File: config.mk
export PLATFORM = sky130hd
export DESIGN_NAME = slp_clkgate_ctrl
export DESIGN_NICKNAME = d
export VERILOG_FILES = /design/src/rtl/slp_pkg.sv /design/src/rtl/slp_mode_decode.sv /design/src/rtl/slp_lvl_filter.sv /design/src/rtl/slp_dly_timer.sv /design/src/rtl/slp_clkgate_ctrl.sv
export SDC_FILE = /design/constraint.sdc
export NUM_CORES = 1
export LEC_CHECK = 0
export BUFFER_PORTS_ARGS = -buffer_cell sky130_fd_sc_hd__clkbuf_2
export CORE_UTILIZATION = 55
export DETAILED_ROUTE_END_ITERATION = 8
export GPL_TIMING_DRIVEN = 0
export MAX_ROUTING_LAYER = met4
export PLACE_DENSITY = 0.8
export RECOVER_POWER = 100
export SLEW_MARGIN = 10
export SYNTH_ARGS = -nofsm -noshare
export SYNTH_HDL_FRONTEND = slang
export SYNTH_HIERARCHICAL = 1
export SYNTH_SLANG_ARGS = --single-unit
File: constraint.sdc
create_clock -name clk -period 3.6 [get_ports clk]
set_input_delay 0.18 -clock clk [delete_from_list [all_inputs] [get_ports clk]]
set_output_delay 0.18 -clock clk [all_outputs]
set_load 0.02 [all_outputs]
File: src/rtl/slp_pkg.sv
package slp_pkg;

    localparam int NWK = 8;

    localparam int WK_ADC    = 0;
    localparam int WK_TWI    = 1;
    localparam int WK_TMR2   = 2;
    localparam int WK_NVM    = 3;
    localparam int WK_EXTLVL = 4;
    localparam int WK_EXT2   = 5;

    localparam logic [NWK-1:0] MASK_ALL   = '1;
    localparam logic [NWK-1:0] MASK_DEEP  = (NWK'(1) << WK_TWI) | (NWK'(1) << WK_EXTLVL)
                                          | (NWK'(1) << WK_EXT2);
    localparam logic [NWK-1:0] MASK_QUIET = MASK_DEEP | (NWK'(1) << WK_ADC)
                                          | (NWK'(1) << WK_TMR2) | (NWK'(1) << WK_NVM);
    localparam logic [NWK-1:0] MASK_TMR2  = NWK'(1) << WK_TMR2;

    typedef enum logic [1:0] {
        MD_IDLE  = 2'b00,
        MD_QUIET = 2'b01,
        MD_STOP  = 2'b10,
        MD_SAVE  = 2'b11
    } mode_e;

    typedef enum logic [1:0] {
        ST_AWAKE,
        ST_SLEEPING,
        ST_OSC_STARTUP,
        ST_RESUME
    } state_e;

    typedef struct packed {
        logic osc;
        logic atmr;
        logic adc;
        logic io;
        logic flash;
        logic cpu;
    } gate_t;

    typedef struct packed {
        state_e state;
        mode_e  mode;
        gate_t  gate;
        logic   wake;
        logic   rst_req;
        logic   adc_start;
    } ctl_t;

endpackage

File: src/rtl/slp_mode_decode.sv
module slp_mode_decode
    import slp_pkg::*;
(
    input  logic [2:0]     mode_raw_i,
    input  logic           async_i,
    input  logic           tmr_ie_i,
    input  logic           gie_i,
    output mode_e          mode_o,
    output gate_t          gate_o,
    output logic [NWK-1:0] mask_o,
    output logic           deep_o,
    output logic           adc_trig_o
);

    always_comb begin
        mode_o     = mode_raw_i[2] ? MD_IDLE : mode_e'(mode_raw_i[1:0]);
        gate_o     = '1;
        mask_o     = '0;
        deep_o     = 1'b0;
        adc_trig_o = 1'b0;
        unique case (mode_o)
            MD_IDLE: begin
                gate_o.cpu   = 1'b0;
                gate_o.flash = 1'b0;
                mask_o       = MASK_ALL;
                adc_trig_o   = 1'b1;
            end
            MD_QUIET: begin
                gate_o.cpu   = 1'b0;
                gate_o.flash = 1'b0;
                gate_o.io    = 1'b0;
                mask_o       = MASK_QUIET;
                adc_trig_o   = 1'b1;
            end
            MD_STOP: begin
                gate_o = '0;
                mask_o = MASK_DEEP;
                deep_o = 1'b1;
            end
            MD_SAVE: begin
                gate_o      = '0;
                gate_o.atmr = async_i;
                mask_o      = MASK_DEEP
                            | ((async_i && tmr_ie_i && gie_i) ? MASK_TMR2 : '0);
                deep_o      = 1'b1;
            end
            default: ;
        endcase
    end

endmodule

File: src/rtl/slp_lvl_filter.sv
module slp_lvl_filter #(
    parameter int LVL_HOLD = 4
) (
    input  logic clk,
    input  logic rst_n,
    input  logic clr_i,
    input  logic lvl_i,
    output logic ok_o
);

    localparam int HW = $clog2(LVL_HOLD + 1);
    localparam logic [HW-1:0] TOP = HW'(LVL_HOLD - 1);

    logic [HW-1:0] cnt_d, cnt_q;

    always_comb begin
        if (clr_i || !lvl_i)  cnt_d = '0;
        else if (cnt_q != TOP) cnt_d = cnt_q + 1'b1;
        else                   cnt_d = cnt_q;
        ok_o = lvl_i && (cnt_q == TOP);
    end

    always_ff @(posedge clk or negedge rst_n) begin
        if (!rst_n) cnt_q <= '0;
        else        cnt_q <= cnt_d;
    end

    generate
        if (LVL_HOLD > 1) begin : g_hold_chk
            // acceptance needs the level to have been high on the prior edge too
            assert_lvl_held_R8: assert property (@(posedge clk) disable iff (!rst_n)
                ok_o |-> $past(lvl_i));
        end
    endgenerate

endmodule

File: src/rtl/slp_dly_timer.sv
module slp_dly_timer #(
    parameter int DLY_BASE = 4
) (
    input  logic       clk,
    input  logic       rst_n,
    input  logic       run_i,
    input  logic [1:0] sel_i,
    output logic       done_o
);

    localparam int MAXD = DLY_BASE * 64;
    localparam int CW   = $clog2(MAXD + 1);

    logic [CW-1:0] dly;
    logic [CW-1:0] cnt_d, cnt_q;

    always_comb begin
        dly    = CW'(DLY_BASE) << {sel_i, 1'b0};
        done_o = run_i && (cnt_q == dly - 1'b1);
        if (!run_i || done_o) cnt_d = '0;
        else                  cnt_d = cnt_q + 1'b1;
    end

    always_ff @(posedge clk or negedge rst_n) begin
        if (!rst_n) cnt_q <= '0;
        else        cnt_q <= cnt_d;
    end

    // the start-up count never passes the selected delay
    assert_dly_bound_R10: assert property (@(posedge clk) disable iff (!rst_n)
        run_i |-> (cnt_q < dly));

endmodule

File: src/rtl/slp_clkgate_ctrl.sv
module slp_clkgate_ctrl
    import slp_pkg::*;
#(
    parameter int DLY_BASE = 4,
    parameter int LVL_HOLD = 4
) (
    input  logic           clk,
    input  logic           rst_n,
    input  logic           sleep_cmd,
    input  logic           sleep_en,
    input  logic [2:0]     mode_sel,
    input  logic           adc_en,
    input  logic           async_sel,
    input  logic           tmr_ie,
    input  logic           gie,
    input  logic [1:0]     startup_sel,
    input  logic [NWK-1:0] wake_req,
    input  logic [2:0]     rst_src,
    output logic           clk_en_cpu,
    output logic           clk_en_flash,
    output logic           clk_en_io,
    output logic           clk_en_adc,
    output logic           clk_en_atmr,
    output logic           osc_en,
    output logic           adc_start,
    output logic           wake,
    output logic           rst_req
);

    localparam ctl_t CTL_RST = '{state: ST_AWAKE, mode: MD_IDLE, gate: '1,
                                 wake: 1'b0, rst_req: 1'b0, adc_start: 1'b0};

    ctl_t ctl_d, ctl_q;

    logic [2:0]     dec_mode_in;
    mode_e          dec_mode;
    gate_t          dec_gate;
    logic [NWK-1:0] dec_mask;
    logic           dec_deep;
    logic           dec_adc_trig;
    logic           lvl_ok;
    logic           dly_done;
    logic [NWK-1:0] wk_hit;

    // While awake the decoder looks at the requested code, while asleep at the latched one
    assign dec_mode_in = (ctl_q.state == ST_AWAKE) ? mode_sel : {1'b0, ctl_q.mode};

    slp_mode_decode u_dec (
        .mode_raw_i (dec_mode_in),
        .async_i    (async_sel),
        .tmr_ie_i   (tmr_ie),
        .gie_i      (gie),
        .mode_o     (dec_mode),
        .gate_o     (dec_gate),
        .mask_o     (dec_mask),
        .deep_o     (dec_deep),
        .adc_trig_o (dec_adc_trig)
    );

    slp_lvl_filter #(.LVL_HOLD(LVL_HOLD)) u_lvl (
        .clk   (clk),
        .rst_n (rst_n),
        .clr_i (!(ctl_q.state == ST_SLEEPING && dec_deep)),
        .lvl_i (wake_req[WK_EXTLVL]),
        .ok_o  (lvl_ok)
    );

    slp_dly_timer #(.DLY_BASE(DLY_BASE)) u_dly (
        .clk    (clk),
        .rst_n  (rst_n),
        .run_i  (ctl_q.state == ST_OSC_STARTUP),
        .sel_i  (startup_sel),
        .done_o (dly_done)
    );

    always_comb begin
        wk_hit = wake_req & dec_mask;
        if (dec_deep) wk_hit[WK_EXTLVL] = dec_mask[WK_EXTLVL] & lvl_ok;

        ctl_d           = ctl_q;
        ctl_d.wake      = 1'b0;
        ctl_d.rst_req   = 1'b0;
        ctl_d.adc_start = 1'b0;

        unique case (ctl_q.state)
            ST_AWAKE: begin
                if (sleep_cmd && sleep_en) begin
                    ctl_d.state     = ST_SLEEPING;
                    ctl_d.mode      = dec_mode;
                    ctl_d.gate      = dec_gate;
                    ctl_d.adc_start = adc_en && dec_adc_trig;
                end
            end
            ST_SLEEPING: begin
                if (|rst_src) begin
                    ctl_d.state   = ST_AWAKE;
                    ctl_d.gate    = '1;
                    ctl_d.rst_req = 1'b1;
                end else if (|wk_hit) begin
                    if (dec_deep) begin
                        ctl_d.state    = ST_OSC_STARTUP;
                        ctl_d.gate.osc = 1'b1;
                    end else begin
                        ctl_d.state = ST_RESUME;
                        ctl_d.gate  = '1;
                        ctl_d.wake  = 1'b1;
                    end
                end
            end
            ST_OSC_STARTUP: begin
                if (|rst_src) begin
                    ctl_d.state   = ST_AWAKE;
                    ctl_d.gate    = '1;
                    ctl_d.rst_req = 1'b1;
                end else if (dly_done) begin
                    ctl_d.state = ST_RESUME;
                    ctl_d.gate  = '1;
                    ctl_d.wake  = 1'b1;
                end
            end
            ST_RESUME: begin
                ctl_d.state = ST_AWAKE;
            end
            default: ctl_d = CTL_RST;
        endcase
    end

    always_ff @(posedge clk or negedge rst_n) begin
        if (!rst_n) ctl_q <= CTL_RST;
        else        ctl_q <= ctl_d;
    end

    assign clk_en_cpu   = ctl_q.gate.cpu;
    assign clk_en_flash = ctl_q.gate.flash;
    assign clk_en_io    = ctl_q.gate.io;
    assign clk_en_adc   = ctl_q.gate.adc;
    assign clk_en_atmr  = ctl_q.gate.atmr;
    assign osc_en       = ctl_q.gate.osc;
    assign adc_start    = ctl_q.adc_start;
    assign wake         = ctl_q.wake;
    assign rst_req      = ctl_q.rst_req;

    // wake is a single-cycle pulse
    assert_wake_single_R12: assert property (@(posedge clk) disable iff (!rst_n)
        wake |=> !wake);

    // a reset exit never coincides with a wake pulse
    assert_rst_no_wake_R11: assert property (@(posedge clk) disable iff (!rst_n)
        rst_req |-> !wake);

    // the core and program memory clocks stay off for the whole sleep
    assert_core_gated_R3: assert property (@(posedge clk) disable iff (!rst_n)
        (ctl_q.state == ST_SLEEPING || ctl_q.state == ST_OSC_STARTUP)
        |-> (!clk_en_cpu && !clk_en_flash));

    // during start-up the oscillator runs while the I/O clock is still gated
    assert_osc_startup_R10: assert property (@(posedge clk) disable iff (!rst_n)
        (ctl_q.state == ST_OSC_STARTUP) |-> (osc_en && !clk_en_io));

    // conversion start lasts one cycle
    assert_adc_pulse_R5: assert property (@(posedge clk) disable iff (!rst_n)
        adc_start |=> !adc_start);

    // the oscillator is off only in a deep mode
    assert_osc_deep_only_R3: assert property (@(posedge clk) disable iff (!rst_n)
        (ctl_q.state == ST_SLEEPING && !osc_en)
        |-> (ctl_q.mode == MD_STOP || ctl_q.mode == MD_SAVE));

endmodule

[Word-level counts from Yosys, hierarchy flattened]
Index checks and enable logic that the tools add are counted.
Word-level totals
  input port bits: 24
  logic and storage cells: 90
  flip-flop bits (word level): 25
Cells by class
  add/sub/neg operators: 3
  equality and inequality tests: 13
  shifts and indexed selects: 1
  reduce and logical (&&, ||, !) cells: 26
  bitwise gates (word level): 2
  multiplexer cells: 32
Operators by type and width (count)
  $pmux W8 S4: 1
  $mux W6: 3
  $pmux W6 S3: 1
  $mux W7: 2
  $mux W2: 6
  $mux W3: 4
  $mux W1: 10
  $mux W10: 1
  $add A9 B1 Y9 const B: 1
  $eq A9 B9 Y1: 1
  $mux W9: 1
  $shl A3 B3 Y9 const A: 1
  $sub A9 B1 Y9 const B: 1
  $and A8 B8 Y8: 1
  $eq A2 B2 Y1 const B: 4
  $pmux W2 S4: 1
  $reduce_or A8 Y1: 1
  $logic_and A1 B1 Y1: 7
  $ne A3 B2 Y1 const B: 2
  $pmux W3 S2: 1
  $reduce_or A3 Y1: 2
  $reduce_and A5 Y1: 1
  $eq A2 B1 Y1 const B: 2
  $logic_not A2 Y1: 2
  16 further kinds: 20

[Depth between registers and ports, before layout]
Gate-level depths: netlist of the first run.
  word-level depth: 11
  mapped depth: 12
  depth with buffers taken out: 11

[Hierarchy]
Netlist of the first run, hierarchy kept.
By module, submodules not included
  slp_clkgate_ctrl: area an instance 848.3 um^2, cells an instance 89, instances 1
  slp_dly_timer: area an instance 535.5 um^2, cells an instance 53, instances 1
  slp_lvl_filter: area an instance 163.9 um^2, cells an instance 14, instances 1
  slp_mode_decode: area an instance 150.1 um^2, cells an instance 22, instances 1

[Worst setup path after synthesis of the first run]
OpenSTA, ideal clock, no wires.
  path kind: flip-flop to flip-flop
  from: register ctl_q[11] in the netlist's numbering
  to: register ctl_q[12] in the netlist's numbering
  path slack: 0.984 ns
  stages on the path, launching flop included: 13
  period minus slack after synthesis: 2.616 ns
  data arrival time: 2.488 ns
  data required time: 3.473 ns
  path buffers: 2
  path through: dfrtp_1 -> inv_1 -> ha_1 -> mux2_2 -> nor2b_4 -> inv_1 -> buf_4 -> a22oi_1 -> and3_1 -> buf_4 -> a41oi_4 -> nand2_2 -> mux2_1
Between the ends
  elaborated cells between the ends (all ways): 22
  classes of those cells: 9 x eq/ne; 6 x mux; 1 x bitwise; 6 x reduce/logical
RTL lines
  start, declared: RTL line slp_clkgate_ctrl.sv:33  | ctl_t ctl_d, ctl_q;
  start signal, assigned: RTL line slp_clkgate_ctrl.sv:130  | else ctl_q <= ctl_d;
  $logic_not A2 Y1 *: RTL line slp_clkgate_ctrl.sv:46  | assign dec_mode_in = (ctl_q.state == ST_AWAKE) ? mode_sel : {1'b0, ctl_q.mode};
  $mux W3 *: RTL line slp_clkgate_ctrl.sv:46
  net dec_mode_in[1]: RTL line slp_clkgate_ctrl.sv:35  | logic [2:0] dec_mode_in;
  $mux W2 *: RTL line slp_mode_decode.sv:16  | mode_o = mode_raw_i[2] ? MD_IDLE : mode_e'(mode_raw_i[1:0]);
  net dec_mode[1]: RTL line slp_clkgate_ctrl.sv:36  | mode_e dec_mode;
  $eq A2 B2 Y1, or another cell as far along: RTL line slp_mode_decode.sv:21  | unique case (mode_o)
  $pmux W8 S4 *: RTL line slp_mode_decode.sv:21
  net dec_mask[0]: RTL line slp_clkgate_ctrl.sv:38  | logic [NWK-1:0] dec_mask;
  $and A8 B8 Y8 *: RTL line slp_clkgate_ctrl.sv:77  | wk_hit = wake_req & dec_mask;
  $reduce_or A8 Y1 *: RTL line slp_clkgate_ctrl.sv:99  | end else if (|wk_hit) begin
  $ne A3 B1 Y1 (no line) *
  $reduce_and A3 Y1 (no line) *
The timed path passes the listed nets; every way through them passes the cells marked *. The select of a mux whose other input is x is not followed.
A chain may end at the register's enable or synchronous reset.

[Worst setup path after layout of the first run]
Ends and elaborated chain as after synthesis.

==> summary.txt, run 1 <==
Total wire length -> 3350 um
Number of clock sinks seen by CTS -> 25
EDFF count, synth -> 0
Total CTS buffers -> 3
Peak clock frequency supported by timing -> 322 MHz
Detailed-route via count -> 1378
Die area -> 3310 um2
Global routing usage summed across all routing layers -> 0.237
Post-synthesis instance area -> 1700 um2
Final number of max-transition violations -> 0
Cell type contributing the most total cell area after synthesis -> dfrtp_1
Crit start category -> flop
Max-cap viol count -> 0
Clock tree from TritonCTS -> yes
Number of nets in the final layout -> 251
Status -> finished with violations
Leak -> 0.000871 uW
Max H-tree Level -> 1
Asr flop ratio synth -> 1.00
Layout Cell Area excl Fill -> 1890 um2
Reg-to-reg slack, setup -> 490 ps
Slew at the pin closest to its max-slew limit -> 1340 ps
Pwr Density -> 494 nW/um2
Violated checks -> DRC
Critical path endpoint -> ctl_q[12]$_DFFE_PN0P_
Growth of design area from synthesis to finish -> 11.1%
Multiplexer fraction of the synthesized cell area -> 0.0516
Count of input and output buffers -> 32
Fraction of synthesized cell area taken by the top area cell type -> 0.280
Count of antenna diodes in the layout -> 0
R2r endpoint -> ctl_q[12]$_DFFE_PN0P_
Part of the Yosys area used for sequential elements -> 0.373
Fin. Hold Viols -> 0
FP Rows -> 19
Post-detailed-route wirelength per cell -> 13.4 um
Area fraction in compound gates after synthesis -> 0.145
Setup violation total in the final timing report -> 0
Antenna-violating nets left -> 0
Skew-Pair Late Insertion Delay -> 330 ps
Fraction of the mapped netlist area in simple logic gates -> 0.235
CTS Buffer Depth -> 2
Worst setup path start -> ctl_q[11]$_DFFE_PN0P_
HPWL after DPL -> 2580 um
Die Span Y -> 57.6 um
Most frequent cells after synthesis -> dfrtp_1 (19), nor2_1 (19), buf_4 (12)
Cell depth of the worst flop-to-flop path -> 12
Starting density of the core -> 0.600
Maximum number of pins on one net before global-route repair -> 26
First-pass GRT wire length -> 5910 um
WS Path Type -> reg -> reg
Initial antenna violation count -> 0
Tightest slew margin relative to the limit -> 0.104
Max Clock Skew -> 4.01 ps
Period minus WS final -> 3110 ps
Mean Syn Cell Area -> 9.54 um2
Count of unique library cells instantiated by Yosys -> 51
Vias per inst -> 5.53
Number of global-route vias before repair -> 1435
Unrepaired setup endpoints after global routing -> false
Number of resized instances in the post-cts repair step -> 0
Endpoint kind of the worst setup timing path -> flop
Synthesized netlist cell count -> 178
Post-synthesis share of cell area spent on full adders, half adders and majority gates -> 0.0590
Most frequently used flop master after synthesis -> dfrtp_1
Share of final-layout standard cells stronger than drive strength 1 -> 0.239
Total Neg Setup Slack -> 0 ps
Required time of the critical path -> 3830 ps
Met2 Resource Use GR -> 0.437
Largest family of logic cells by synthesized area -> simple AND/OR/NAND/NOR gates
Class of the most critical hold timing path -> in -> reg
Count of yosys warnings during synthesis -> 6
Placed instance area -> 1910 um2
Max IR drop VDD -> 0.291 mV
Iteration-0 DRC count of the detailed router -> 40
GR Layer Usage met1 -> 0.259
Buffer cell driving the clock tree root -> clkbuf_4
Top-level I/O count -> 33
Global-route met3 utilization -> 0.0159
Post-CTS Hold Buffers -> 1
Number of register bits inferred by synthesis -> 25
Gp weighted congestion -> 0.829
Post-CTS Setup Inserts -> 0
Clock edge transition at the registers on the reported setup and hold paths -> 140 ps
Portion of the clock cycle consumed by the worst path in the final layout -> 0.864
GRT Max-Usage Layer -> met2
Chip width -> 57.6 um
Total overflow reported by the global router -> 0
Post-Synth XOR/XNOR Area -> 0.0567
Synth area leaders -> dfrtp_1 (28%), dfstp_2 (9.3%), ha_1 (5.9%)
Fraction of the core area covered by cells at the end of the flow -> 0.667
Remaining DRCs -> 1
Crit path arrival time -> 3340 ps
Critical-path maximum fanout -> 9
Core area -> 2830 um2
Number of detailed-routing iterations run before antenna repair -> 6
Startpoint of the lowest-slack register-to-register path -> ctl_q[11]$_DFFE_PN0P_
layout make-up:
| class | count | area (um2) |
|---|---|---|
| Fill cell | 262 | 943 |
| Multi-Input combinational cell | 134 | 905 |
| Tap cell | 31 | 38.8 |
| Sequential cell | 25 | 633 |
| Buffer | 13 | 90.1 |
| Inverter | 9 | 33.8 |
| Timing Repair Buffer | 33 | 158 |
| Clock inverter | 1 | 5.00 |
| Clock buffer | 3 | 22.5 |
cells by family after synthesis:
logic type | count (synthesis)
compound gates | 29
other cells | 2
mux | 8
flops | 25
xor+xnor | 11
fa+ha+maj | 8
simple gates | 73
buf+inv | 22
worst max-delay path: stages (launching register included):
cell      delay [ps]
dfrtp_1          430
inv_1            110
ha_1             300
mux2_1           210
nor2b_1          300
inv_1            180
clkbuf_4         170
a22oi_1          140
and3_1           180
clkbuf_1         250
a41oi_4          230
nand2_1          180
mux2_1           330
metal layers:
layer  part of all wire  routed length (um)  vias to the layer above
met1               0.44                1470                      652
li1                   -                   -                      691
met4              0.019                  63                        0
met2               0.52                1730                       30
met5                  0                   0                        -
met3              0.025                  85                        5
sequential cells by signal (all words and copies together) (netlist names):
signal        flops
u_dly/cnt_q       9
ctl_q             4
u_lvl/cnt_q       3
adc_start         1
clk_en_adc        1
clk_en_atmr       1
clk_en_cpu        1
clk_en_flash      1
clk_en_io         1
osc_en            1
rst_req           1
wake              1
power breakdown:
| group | internal, uW | total (uW) | leakage (uW) | switching [uW] |
|---|---|---|---|---|
| combinational | 179 | 426 | 0.000529 | 247 |
| clock | 41.8 | 132 | 0.0000177 | 90.0 |
| sequential | 351 | 375 | 0.000324 | 23.3 |
per-stage QoR:
stage / total power (uW) / worst slack (ps) / std cells / hold slack, ps
after global routing: 996 / 291 / 249 / 46.8
after floorplan: 723 / 984 / 181 / -116
after CTS: 964 / 650 / 249 / 41.0
after global placement: 816 / 758 / 244 / 210
final: 932 / 490 / 249 / 35.6
after detailed placement: 831 / 675 / 244 / 232
layout by cell type, fill, tap and decap left out, drive strengths merged, types with 3 or more instances in the layout:
cell	n
o21ai	7
buf	10
dfstp	6
clkbuf	38
nand2	13
nand4	6
xnor2	3
ha	8
dfrtp	19
nand3	9
nor2b	4
and2	5
xor2	8
and3	4
inv	9
a21oi	5
mux2	6
a22oi	5
conb	5
nor2	19
how the worst min path moves through the flow:
stage,startpoint,end,slack [ps],cells past startpoint
finish,adc_en,adc_start$_DFF_PN0_,40,3
global route,adc_en,adc_start$_DFF_PN0_,50,3
CTS,adc_en,adc_start$_DFF_PN0_,40,3
detailed placement,rst_n,ctl_q[12]$_DFFE_PN0P_,230,1
global placement,rst_n,adc_start$_DFF_PN0_,210,1
floorplan,rst_n,adc_start$_DFF_PN0_,-120,0
Note: power is estimated with default switching activity, not from simulation.
==> run 2, diff against run 1 <==
CORE_ASPECT_RATIO = 0.7   (was not set)
RECOVER_POWER = 50   (was 100)
==> summary.txt, run 2 (same netlist as run 1, synthesis figures left out) <==
Max IR drop VDD -> 0.292 mV (+0.26%)
Vias per inst -> 5.35 (-3.3%)
Final number of max-transition violations -> 0 (unchanged)
Reg-to-reg slack, setup -> 610 ps (+120 ps)
Max Clock Skew -> 2.34 ps (-1.67 ps)
Total overflow reported by the global router -> 0 (unchanged)
Starting density of the core -> 0.593 (-0.00708)
Global routing usage summed across all routing layers -> 0.244 (+0.00708)
Portion of the clock cycle consumed by the worst path in the final layout -> 0.831 (-0.0332)
Share of final-layout standard cells stronger than drive strength 1 -> 0.307 (+0.0688)
Sequential cell area in the final layout -> 633 um2 (unchanged)
Filler Cells Inserted -> 225 (-14%)
Area of combinational cells with multiple inputs -> 948 um2 (+4.8%)
Status -> finished, final reports clean
Iteration-0 DRC count of the detailed router -> 79 (+98%)
Number of nets in the final layout -> 251 (unchanged)
Gp weighted congestion -> 0.816 (-1.6%)
Total wire length -> 3370 um (+0.75%)
Largest register by flop count -> u_dly/cnt_q
Initial antenna violation count -> 0 (unchanged)
Count of antenna diodes in the layout -> 0 (unchanged)
Largest regs -> u_dly/cnt_q x9, ctl_q x4, u_lvl/cnt_q x3
Detailed-route via count -> 1359 (-1.4%)
Die area -> 3320 um2 (+0.11%)
Count of input and output buffers -> 32 (unchanged)
HPWL after DPL -> 2690 um (+4.2%)
Class of the most critical hold timing path -> in -> reg
Number of resized instances in the post-cts repair step -> 0 (unchanged)
Most common cell after layout, fill and taps aside -> clkbuf_2
Unrepaired setup endpoints after global routing -> false
Top-level I/O count -> 33 (unchanged)
Number of detailed-routing iterations run before antenna repair -> 4 (-2)
Die Span Y -> 48.5 um (-16%)
Most frequent cells in the layout -> clkbuf_2 (27), nor2_1 (19), dfrtp_1 (19), buf_4 (12), nand2_1 (11)
Skew-Pair Late Insertion Delay -> 270 ps (-60 ps)
Fin. Hold Viols -> 0 (unchanged)
Post-layout power -> 1000 uW (+7.5%)
Crit path arrival time -> 3150 ps (-190 ps)
Endpoint kind of the worst setup timing path -> flop
Growth of design area from synthesis to finish -> 15.7%
Core area -> 2860 um2 (+1.2%)
Total Neg Setup Slack -> 0 ps (unchanged)
Crit start category -> flop
Tightest slew margin relative to the limit -> 0.128 (+0.0233)
Post-CTS Hold Buffers -> 1 (unchanged)
Total CTS buffers -> 3 (unchanged)
Number of global-route vias before repair -> 1292 (-10%)
Peak clock frequency supported by timing -> 334 MHz (+4.0%)
Leak -> 0.000910 uW (+4.5%)
Post-CTS Setup Inserts -> 0 (unchanged)
First-pass GRT wire length -> 5790 um (-2.1%)
WS Path Type -> reg -> reg
Max-cap viol count -> 0 (unchanged)
Period minus WS final -> 2990 ps (-119 ps)
Number of flip-flops under the largest register name -> 9 (unchanged)
Clock edge transition at the registers on the reported setup and hold paths -> 80 ps (-60 ps)
Clock tree from TritonCTS -> yes
Remaining DRCs -> 0 (-1)
FP Rows -> 16 (-3)
Maximum number of pins on one net before global-route repair -> 26 (unchanged)
Max H-tree Level -> 1 (unchanged)
Pwr Density -> 510 nW/um2 (+3.2%)
Chip width -> 68.4 um (+19%)
Antenna-violating nets left -> 0 (unchanged)
CTS Buffer Depth -> 2 (unchanged)
Post-detailed-route wirelength per cell -> 13.3 um (-1.2%)
Required time of the critical path -> 3760 ps (-70 ps)
Slew at the pin closest to its max-slew limit -> 1310 ps (-34.9 ps)
Number of clock sinks seen by CTS -> 25 (unchanged)
Setup violation total in the final timing report -> 0 (unchanged)
Buffer cell driving the clock tree root -> clkbuf_8
Critical-path maximum fanout -> 9 (unchanged)
## run 2: changes by cell type in the layout (fill, tap and decap cells not counted), sizes merged
cell and delta:
clkbuf -2, buf +2
## run 2: critical path, cell delays in order, from the launching register on
cell      delay [ps]
dfrtp_1          410
inv_1            110
ha_1             300
mux2_2           390
o21bai_1         270
buf_4            160
a222oi_1          70
and3_1           190
buf_4            150
a41oi_4          360
nand2_2          140
mux2_1           330
## run 2: path summary, 6_finish.rpt
| kind | startpoint | to | cells past startpoint |
|---|---|---|---|
| hold / removal | adc_en | adc_start$_DFF_PN0_ | 3 |
| setup reg to reg | ctl_q[11]$_DFFE_PN0P_ | ctl_q[12]$_DFFE_PN0P_ | 11 |
| max in group asynchronous | rst_n | u_dly/cnt_q[6]$_DFF_PN0_ | 2 |
| hold reg to reg | u_dly/cnt_q[0]$_DFF_PN0_ | u_dly/cnt_q[0]$_DFF_PN0_ | 1 |
| min in group asynchronous | rst_n | rst_req$_DFF_PN0_ | 2 |
| setup / recovery | ctl_q[11]$_DFFE_PN0P_ | ctl_q[12]$_DFFE_PN0P_ | 11 |
## run 2: per-layer routing
metal,GRT usage,share of wire,wire length [um],vias to the layer above
met1,0.340,0.51,1730,636
met4,0.0764,0.016,53,0
met3,0.0613,0.043,144,6
li1,-,-,-,686
met2,0.346,0.43,1440,31
met5,-,0,0,-
## run 2: metrics by stage
step,cells,hold WS (ps),setup WS (ps),util,instance area (um2)
finish,254,102,609,0.686,1960
detailed placement,249,219,622,0.669,1910
floorplan,181,-116,984,-,1710
CTS,254,93.6,616,0.688,1970
global route,254,95.7,419,0.686,1960
global placement,249,206,697,0.669,1910
## run 2: final cells by class
cell class,count,area share
flip-flops and latches,25,0.322
inverters,9,0.0172
plain buffers,13,0.0478
multi-input cells,134,0.483
well taps,36,0.0229
clock buffers,3,0.0210
clock inverters,1,0.00255
repair buffers,33,0.0834
## run 2: report_power, final
part	internal (uW)	switching, uW
clock	77.6	89.1
sequential	352	28.0
combinational	198	258
total	627	375
